File: config.mk
export PLATFORM = sky130hd
export DESIGN_NAME = mem_window_dec
export DESIGN_NICKNAME = d
export VERILOG_FILES = /design/src/rtl/win_pkg.sv /design/src/rtl/win_regs.sv /design/src/rtl/win_route.sv /design/src/rtl/win_rmux.sv /design/src/rtl/mem_window_dec.sv
export SDC_FILE = /design/constraint.sdc
export NUM_CORES = 1
export LEC_CHECK = 0
export BUFFER_PORTS_ARGS = -buffer_cell sky130_fd_sc_hd__buf_4
export CAP_MARGIN = 20
export CELL_PAD_IN_SITES_DETAIL_PLACEMENT = 1
export CELL_PAD_IN_SITES_GLOBAL_PLACEMENT = 2
export CORE_MARGIN = 10
export CORE_UTILIZATION = 17
export DETAILED_ROUTE_END_ITERATION = 16
export PLACE_DENSITY = 0.88
export SLEW_MARGIN = 40
export SYNTH_ARGS = -nofsm -noshare
export SYNTH_HDL_FRONTEND = slang
export SYNTH_SLANG_ARGS = --single-unit
export TNS_END_PERCENT = 30
File: constraint.sdc
create_clock -name clk -period 3.4 [get_ports clk]
set_input_delay 0.34 -clock clk [delete_from_list [all_inputs] [get_ports clk]]
set_output_delay 0.34 -clock clk [all_outputs]
set_load 0.05 [all_outputs]
File: src/rtl/win_pkg.sv
package win_pkg;

   typedef enum logic [1:0] {
      TGT_NONE   = 2'd0,
      TGT_OCRAM  = 2'd1,
      TGT_PRGRAM = 2'd2,
      TGT_PRGROM = 2'd3
   } tgt_e;

   typedef enum logic [1:0] {
      CS_PRGRAM = 2'd0,
      CS_OCRAM  = 2'd1,
      CS_ROM_LO = 2'd2,
      CS_ROM_HI = 2'd3
   } cs_e;

   localparam logic [15:0] REG_HALF_ADDR = 16'h4123;
   localparam logic [15:0] REG_BANK_ADDR = 16'h4124;
   localparam logic [15:0] CTRL_LO       = 16'h4100;
   localparam logic [15:0] CTRL_HI       = 16'h4161;

endpackage

File: src/rtl/win_regs.sv
module win_regs
   import win_pkg::*;
#(
   parameter int ADDR_W = 16,
   parameter int DATA_W = 8,
   parameter int BANK_W = 6
) (
   input  logic              clk,
   input  logic              rst_n,
   input  logic [ADDR_W-1:0] cpu_addr,
   input  logic              cpu_wr,
   input  logic [DATA_W-1:0] cpu_wdata,
   output logic              half_sel,
   output logic [BANK_W-1:0] win_bank,
   output cs_e               win_cs
);

   localparam int CS_LSB = DATA_W - 2;

   generate
      if (DATA_W != 8) begin : g_bad_data
         $error("win_regs: DATA_W must be 8");
      end
      if (BANK_W < 1 || BANK_W > CS_LSB) begin : g_bad_bank
         $error("win_regs: BANK_W must fit below the chip select bits");
      end
   endgenerate

   logic hit_half, hit_bank;
   assign hit_half = cpu_wr && (cpu_addr == ADDR_W'(REG_HALF_ADDR));
   assign hit_bank = cpu_wr && (cpu_addr == ADDR_W'(REG_BANK_ADDR));

   always_ff @(posedge clk or negedge rst_n) begin
      if (!rst_n) begin
         half_sel <= 1'b0;
         win_bank <= '0;
         win_cs   <= CS_PRGRAM;
      end else begin
         if (hit_half) half_sel <= cpu_wdata[0];
         if (hit_bank) begin
            win_bank <= cpu_wdata[BANK_W-1:0];
            win_cs   <= cs_e'(cpu_wdata[DATA_W-1:CS_LSB]);
         end
      end
   end

   // registers start from zero
   assert_reset_clear_R1 : assert property (@(posedge clk) disable iff (!rst_n)
      $rose(rst_n) |-> (!half_sel && win_bank == '0 && win_cs == CS_PRGRAM));

   // a bank register write lands in the next cycle
   assert_bank_load_R5 : assert property (@(posedge clk) disable iff (!rst_n)
      (cpu_wr && cpu_addr == ADDR_W'(REG_BANK_ADDR)) |=>
         (win_bank == $past(cpu_wdata[BANK_W-1:0]) &&
          win_cs == cs_e'($past(cpu_wdata[DATA_W-1:CS_LSB]))));

   // a half register write lands in the next cycle
   assert_half_load_R3 : assert property (@(posedge clk) disable iff (!rst_n)
      (cpu_wr && cpu_addr == ADDR_W'(REG_HALF_ADDR)) |=>
         (half_sel == $past(cpu_wdata[0])));

endmodule

File: src/rtl/win_route.sv
module win_route
   import win_pkg::*;
#(
   parameter int ADDR_W    = 16,
   parameter int BANK_W    = 6,
   parameter int OC_AW     = 13,
   parameter int PRAM_AW   = 15,
   parameter int PROM_AW   = 19,
   parameter int BOOT_BANK = 125,
   parameter bit BOOT_EN   = 1'b1
) (
   input  logic               boot_mode,
   input  logic [ADDR_W-1:0]  cpu_addr,
   input  logic               cpu_wr,
   input  logic               half_sel,
   input  logic [BANK_W-1:0]  win_bank,
   input  cs_e                win_cs,
   output tgt_e               tgt,
   output logic [OC_AW-1:0]   ocram_addr,
   output logic               ocram_we,
   output logic [PRAM_AW-1:0] prgram_addr,
   output logic               prgram_we,
   output logic [PROM_AW-1:0] prgrom_addr
);

   localparam int WIN8_AW = 13;
   localparam int WIN4_AW = 12;
   localparam int WIN2_AW = 11;
   localparam int PB_W    = PRAM_AW - WIN8_AW;
   localparam logic [PROM_AW-1:0] BOOT_BASE = PROM_AW'(BOOT_BANK) << WIN4_AW;

   generate
      if (ADDR_W != 16) begin : g_bad_addr
         $error("win_route: ADDR_W must be 16");
      end
      if (OC_AW != WIN8_AW) begin : g_bad_oc
         $error("win_route: on-chip RAM must be 8 KiB");
      end
      if (PB_W < 1 || PB_W > BANK_W) begin : g_bad_pram
         $error("win_route: PRAM_AW out of range");
      end
      if (PROM_AW < BANK_W + WIN8_AW) begin : g_bad_prom
         $error("win_route: PROM_AW too narrow for bank");
      end
      if (BOOT_BANK < 0 || BOOT_BANK >= (1 << (PROM_AW - WIN4_AW))) begin : g_bad_boot
         $error("win_route: BOOT_BANK out of range");
      end
   endgenerate

   logic boot_act;
   generate
      if (BOOT_EN) begin : g_boot
         assign boot_act = boot_mode;
      end else begin : g_noboot
         logic unused_boot;
         assign unused_boot = boot_mode;
         assign boot_act    = 1'b0;
      end
   endgenerate

   logic in_win2, in_win4, in_win8;
   assign in_win2 = (cpu_addr[15:11] == 5'b01001);
   assign in_win4 = (cpu_addr[15:12] == 4'b0101);
   assign in_win8 = (cpu_addr[15:13] == 3'b011);

   always_comb begin
      tgt         = TGT_NONE;
      ocram_addr  = '0;
      prgram_addr = '0;
      prgrom_addr = '0;
      if (in_win2) begin
         tgt        = TGT_OCRAM;
         ocram_addr = OC_AW'(cpu_addr[WIN2_AW-1:0]);
      end else if (in_win4) begin
         if (boot_act) begin
            tgt         = TGT_PRGROM;
            prgrom_addr = BOOT_BASE | PROM_AW'(cpu_addr[WIN4_AW-1:0]);
         end else begin
            tgt        = TGT_OCRAM;
            ocram_addr = OC_AW'({half_sel, cpu_addr[WIN4_AW-1:0]});
         end
      end else if (in_win8) begin
         unique case (win_cs)
            CS_PRGRAM: begin
               tgt         = TGT_PRGRAM;
               prgram_addr = {win_bank[PB_W-1:0], cpu_addr[WIN8_AW-1:0]};
            end
            CS_OCRAM: begin
               tgt        = TGT_OCRAM;
               ocram_addr = cpu_addr[WIN8_AW-1:0];
            end
            default: begin
               tgt         = TGT_PRGROM;
               prgrom_addr = PROM_AW'({win_bank, cpu_addr[WIN8_AW-1:0]});
            end
         endcase
      end
   end

   assign ocram_we  = cpu_wr && (tgt == TGT_OCRAM);
   assign prgram_we = cpu_wr && (tgt == TGT_PRGRAM);

endmodule

File: src/rtl/win_rmux.sv
module win_rmux
   import win_pkg::*;
#(
   parameter int DATA_W = 8
) (
   input  tgt_e              tgt,
   input  logic [DATA_W-1:0] ocram_rdata,
   input  logic [DATA_W-1:0] ext_rdata,
   output logic [DATA_W-1:0] cpu_rdata
);

   always_comb begin
      unique case (tgt)
         TGT_OCRAM:              cpu_rdata = ocram_rdata;
         TGT_PRGRAM, TGT_PRGROM: cpu_rdata = ext_rdata;
         default:                cpu_rdata = '0;
      endcase
   end

endmodule

File: src/rtl/mem_window_dec.sv
module mem_window_dec
   import win_pkg::*;
#(
   parameter int ADDR_W    = 16,
   parameter int DATA_W    = 8,
   parameter int BANK_W    = 6,
   parameter int OC_AW     = 13,
   parameter int PRAM_AW   = 15,
   parameter int PROM_AW   = 19,
   parameter int BOOT_BANK = 125,
   parameter bit BOOT_EN   = 1'b1
) (
   input  logic               clk,
   input  logic               rst_n,
   input  logic               boot_mode,
   input  logic [ADDR_W-1:0]  cpu_addr,
   input  logic               cpu_wr,
   input  logic [DATA_W-1:0]  cpu_wdata,
   output logic [DATA_W-1:0]  cpu_rdata,
   output logic [1:0]         tgt_sel,
   output logic [OC_AW-1:0]   ocram_addr,
   output logic               ocram_we,
   input  logic [DATA_W-1:0]  ocram_rdata,
   output logic [PRAM_AW-1:0] prgram_addr,
   output logic               prgram_we,
   output logic [PROM_AW-1:0] prgrom_addr,
   input  logic [DATA_W-1:0]  ext_rdata
);

   logic              half_sel;
   logic [BANK_W-1:0] win_bank;
   cs_e               win_cs;
   tgt_e              tgt;

   win_regs #(
      .ADDR_W (ADDR_W),
      .DATA_W (DATA_W),
      .BANK_W (BANK_W)
   ) i_regs (
      .clk       (clk),
      .rst_n     (rst_n),
      .cpu_addr  (cpu_addr),
      .cpu_wr    (cpu_wr),
      .cpu_wdata (cpu_wdata),
      .half_sel  (half_sel),
      .win_bank  (win_bank),
      .win_cs    (win_cs)
   );

   win_route #(
      .ADDR_W    (ADDR_W),
      .BANK_W    (BANK_W),
      .OC_AW     (OC_AW),
      .PRAM_AW   (PRAM_AW),
      .PROM_AW   (PROM_AW),
      .BOOT_BANK (BOOT_BANK),
      .BOOT_EN   (BOOT_EN)
   ) i_route (
      .boot_mode   (boot_mode),
      .cpu_addr    (cpu_addr),
      .cpu_wr      (cpu_wr),
      .half_sel    (half_sel),
      .win_bank    (win_bank),
      .win_cs      (win_cs),
      .tgt         (tgt),
      .ocram_addr  (ocram_addr),
      .ocram_we    (ocram_we),
      .prgram_addr (prgram_addr),
      .prgram_we   (prgram_we),
      .prgrom_addr (prgrom_addr)
   );

   win_rmux #(
      .DATA_W (DATA_W)
   ) i_rmux (
      .tgt         (tgt),
      .ocram_rdata (ocram_rdata),
      .ext_rdata   (ext_rdata),
      .cpu_rdata   (cpu_rdata)
   );

   assign tgt_sel = tgt;

   // small window always reaches the RAM bottom
   assert_low_win_R2 : assert property (@(posedge clk) disable iff (!rst_n)
      (cpu_addr[15:11] == 5'b01001) |->
         (tgt_sel == 2'd1 && ocram_addr == OC_AW'(cpu_addr[10:0])));

   // boot strap diverts the 4 KiB window to ROM
   assert_boot_rom_R4 : assert property (@(posedge clk) disable iff (!rst_n)
      (BOOT_EN && boot_mode && cpu_addr[15:12] == 4'h5) |->
         (tgt_sel == 2'd3 && !ocram_we && !prgram_we));

   // ROM target never sees a write enable
   assert_rom_no_we_R8 : assert property (@(posedge clk) disable iff (!rst_n)
      (tgt_sel == 2'd3) |-> (!ocram_we && !prgram_we));

   // write enables only follow a CPU write
   assert_we_src_R9 : assert property (@(posedge clk) disable iff (!rst_n)
      (ocram_we || prgram_we) |-> cpu_wr);

   // control registers read back as zero
   assert_ctrl_zero_R10 : assert property (@(posedge clk) disable iff (!rst_n)
      (cpu_addr >= ADDR_W'(CTRL_LO) && cpu_addr <= ADDR_W'(CTRL_HI)) |->
         (tgt_sel == 2'd0 && cpu_rdata == '0));

endmodule

==> reports/results.txt <==
Synth top area share = 24.1%
Htree depth = 1
Worst-Margin Slew = 0.675 ns
Antenna diode count = 0
Type of origin of the critical path = input port
Post-route DRC = 0
Most common cell in the netlist = nor2_1
Synth Net Count = 157
Vias = 1269
Hold WC Path Type = in2reg
Crit path kind = in2out
Worst-skew pair later-pin latency = 0.23 ns
Global-route usage over all layers = 10.3%
Die X = 94.1 um
Clock power frac = 32.2%
Setup TNS = 0 ns
Register bit total from synthesis = 9
RSZ-0062 raised after global routing = false
Internal power = 0.256 mW
Slew HR = 54.7%
DP HPWL = 4140 um
Synth Flop Type = dfrtp_1
Sw Pwr = 0.137 mW
Root buf cell = clkbuf_8
CTS tree = yes
Final period util = 74.5%
Final hold vios = 0
Grt total ovfl = 0
Critical path peak fanout = 20
Initial Util = 17.9%
Routed WL = 4850 um
DR pass1 iterations = 4
Most common library cells after synthesis = 16 x nor2_1, 14 x and3_1, 14 x nor2b_1, 13 x and2_1
Share of post-route cells with drive strength above 1 = 56.5%
Post-DP Area = 1780 um^2
DR WL/cell = 17.0 um
Design area = 1840 um^2
Switch share = 34.8%
Final ANT Viol Nets = 0
IO Count = 103
Fillcell total = 660
Outcome = finished, final reports clean
Maximum vdd drop = 0.138 mV
Clk slew on worst S/H paths = 0.04 ns
Maximum clock path buffer count = 2
# port buffers = 102
Cell Pwr Density = 214 nW/um^2
Fin nets = 261
Synth area leaders = dfrtp_1 24%, mux2_2 11%, and3_1 9.4%
Die area = 8850 um^2
CTS buffer count = 3
Synth Cell Area = 933 um^2
Reg power frac = 27.4%
Die Ht = 94.1 um
Max Fclk = 395 MHz
Critical Path AT = 2.19 ns
Clk sinks = 9
Sequential-to-total area share from yosys stat = 24.1%
Final Util = 35.3%
DR iter-0 viols = 20
Initial antenna violation count = 0
Gate power share = 40.4%
Pleak = 0.988 nW
Final setup viols = 0
Final Max Tran Viols = 0
Synth Instances = 113
Placeable Area = 5200 um^2
Avg Inst Size Synth = 8.26 um^2
Post-synthesis cell type count = 27
Via density = 4.44
First-pass GRT wire length = 7420 um
Worst clock skew = 0 ns
CP required = 3.06 ns
Max Cap Viol = 0
Placer congestion estimate = 0.709
Yosys warns = 0
CP endpoint kind = primary output
Post-synth EDFFs = 0
Core Rows = 26
Final min period = 2.53 ns
Vias in the first global route = 1401
Pin count of the biggest net entering global routing = 21
Area grow syn2layout = 96.6%
Area leader, netlist = dfrtp_1
FFs w/ async S/R, synth = 100%
-- final timing paths --
kind                                    startpoint            endpoint  slack [ns]  cells past startpoint
min in group asynchronous                    rst_n    i_regs.win_cs[1]        0.46                      2
worst max register to register    i_regs.win_cs[1]    i_regs.win_cs[1]        2.57                      1
max in group asynchronous                    rst_n  i_regs.win_bank[4]        2.80                      2
worst max-delay path                  cpu_addr[13]        cpu_rdata[0]        0.87                      6
worst min register to register  i_regs.win_bank[2]  i_regs.win_bank[2]        0.51                      1
worst min-delay path                  cpu_wdata[3]  i_regs.win_bank[3]        0.34                      2
-- routing by layer --
layer / global-route usage, % / vias to the layer above / routed length [um]
li1: - / 608 / -
met1: 11.6 / 598 / 2070
met2: 17.9 / 59 / 2280
met3: 4.24 / 4 / 453
met4: 2.15 / 0 / 48
met5: 0 / - / 0
-- registers in the layout (all words and copies together) (netlist names) --
name             cells
i_regs.win_cs        2
i_regs.win_bank      6
i_regs.half_sel      1
-- layout make-up --
type	count	area (um^2)	area share, %
Timing Repair Buffer	106	798	43.5
Multi-Input combinational cell	97	679	37.0
Sequential cell	9	225	12.3
Tap cell	70	87.6	4.77
Clock buffer	4	45.0	2.45
-- critical path, cell delays in order --
cell and delay, ns:
buf_4 0.13, or3b_2 0.49, nor3b_1 0.28, or3_1 0.53, a22o_1 0.23, buf_4 0.20
-- power groups by stage --
| stage | logic (mW) | clock network (mW) | registers, mW |
|---|---|---|---|
| 2_1_floorplan | 0.0797 | 0 | 0.109 |
| 3_3_place_gp | 0.158 | 0 | 0.109 |
| 3_5_place_dp | 0.160 | 0 | 0.109 |
| 4_1_cts | 0.161 | 0.135 | 0.107 |
| 5_1_grt | 0.169 | 0.141 | 0.107 |
| 6_report | 0.159 | 0.126 | 0.108 |
-- logic make-up after synthesis --
| kind of cell | count (synthesis) | share of synthesized area, % |
|---|---|---|
| compound gates | 13 | 10.9 |
| mux | 9 | 10.9 |
| buf+inv | 7 | 3.35 |
| flops | 9 | 24.1 |
| simple gates | 75 | 50.8 |
-- metrics by stage --
stage                     hold WS, ns  power [mW]  std cells  setup slack (ns)
after global placement          0.171       0.267        281             0.867
after detailed placement        0.172       0.269        281             0.850
after floorplan                0.0444       0.189        113             0.960
after global routing            0.331       0.418        286             0.664
final                           0.338       0.392        286             0.867
after CTS                       0.329       0.403        286             0.842
-- cells in the final DEF (no fill, tap or decap) --
cell and n:
nand3b_1 1, nor4b_2 1, dlygate4sd3_1 1, and3_1 14, nor4b_4 1, nand2_1 2
nor3_1 1, a22oi_1 1, or3_1 1, mux2_2 9, a22o_1 9, nor2_1 15
clkbuf_8 3, nor4b_1 1, nor4_1 1, or3b_2 2, nor2_2 1, and2_1 13
clkbuf_1 1, o21ai_1 1, nor4bb_1 2, dfrtp_1 9, and3b_1 1, o21ai_0 2
nand4_1 1, buf_4 105, nor3b_1 1, nor2b_1 14, and4_1 2
-- timing repair --
| item | in CTS | in global routing |
|---|---|---|
| gates resized for setup | 0 | 0 |
| hold buffers | 1 | 0 |
| hold endpoints to repair | 9 | 0 |
| setup buffers | 0 | 0 |
Note: power is estimated with default switching activity, not from simulation.
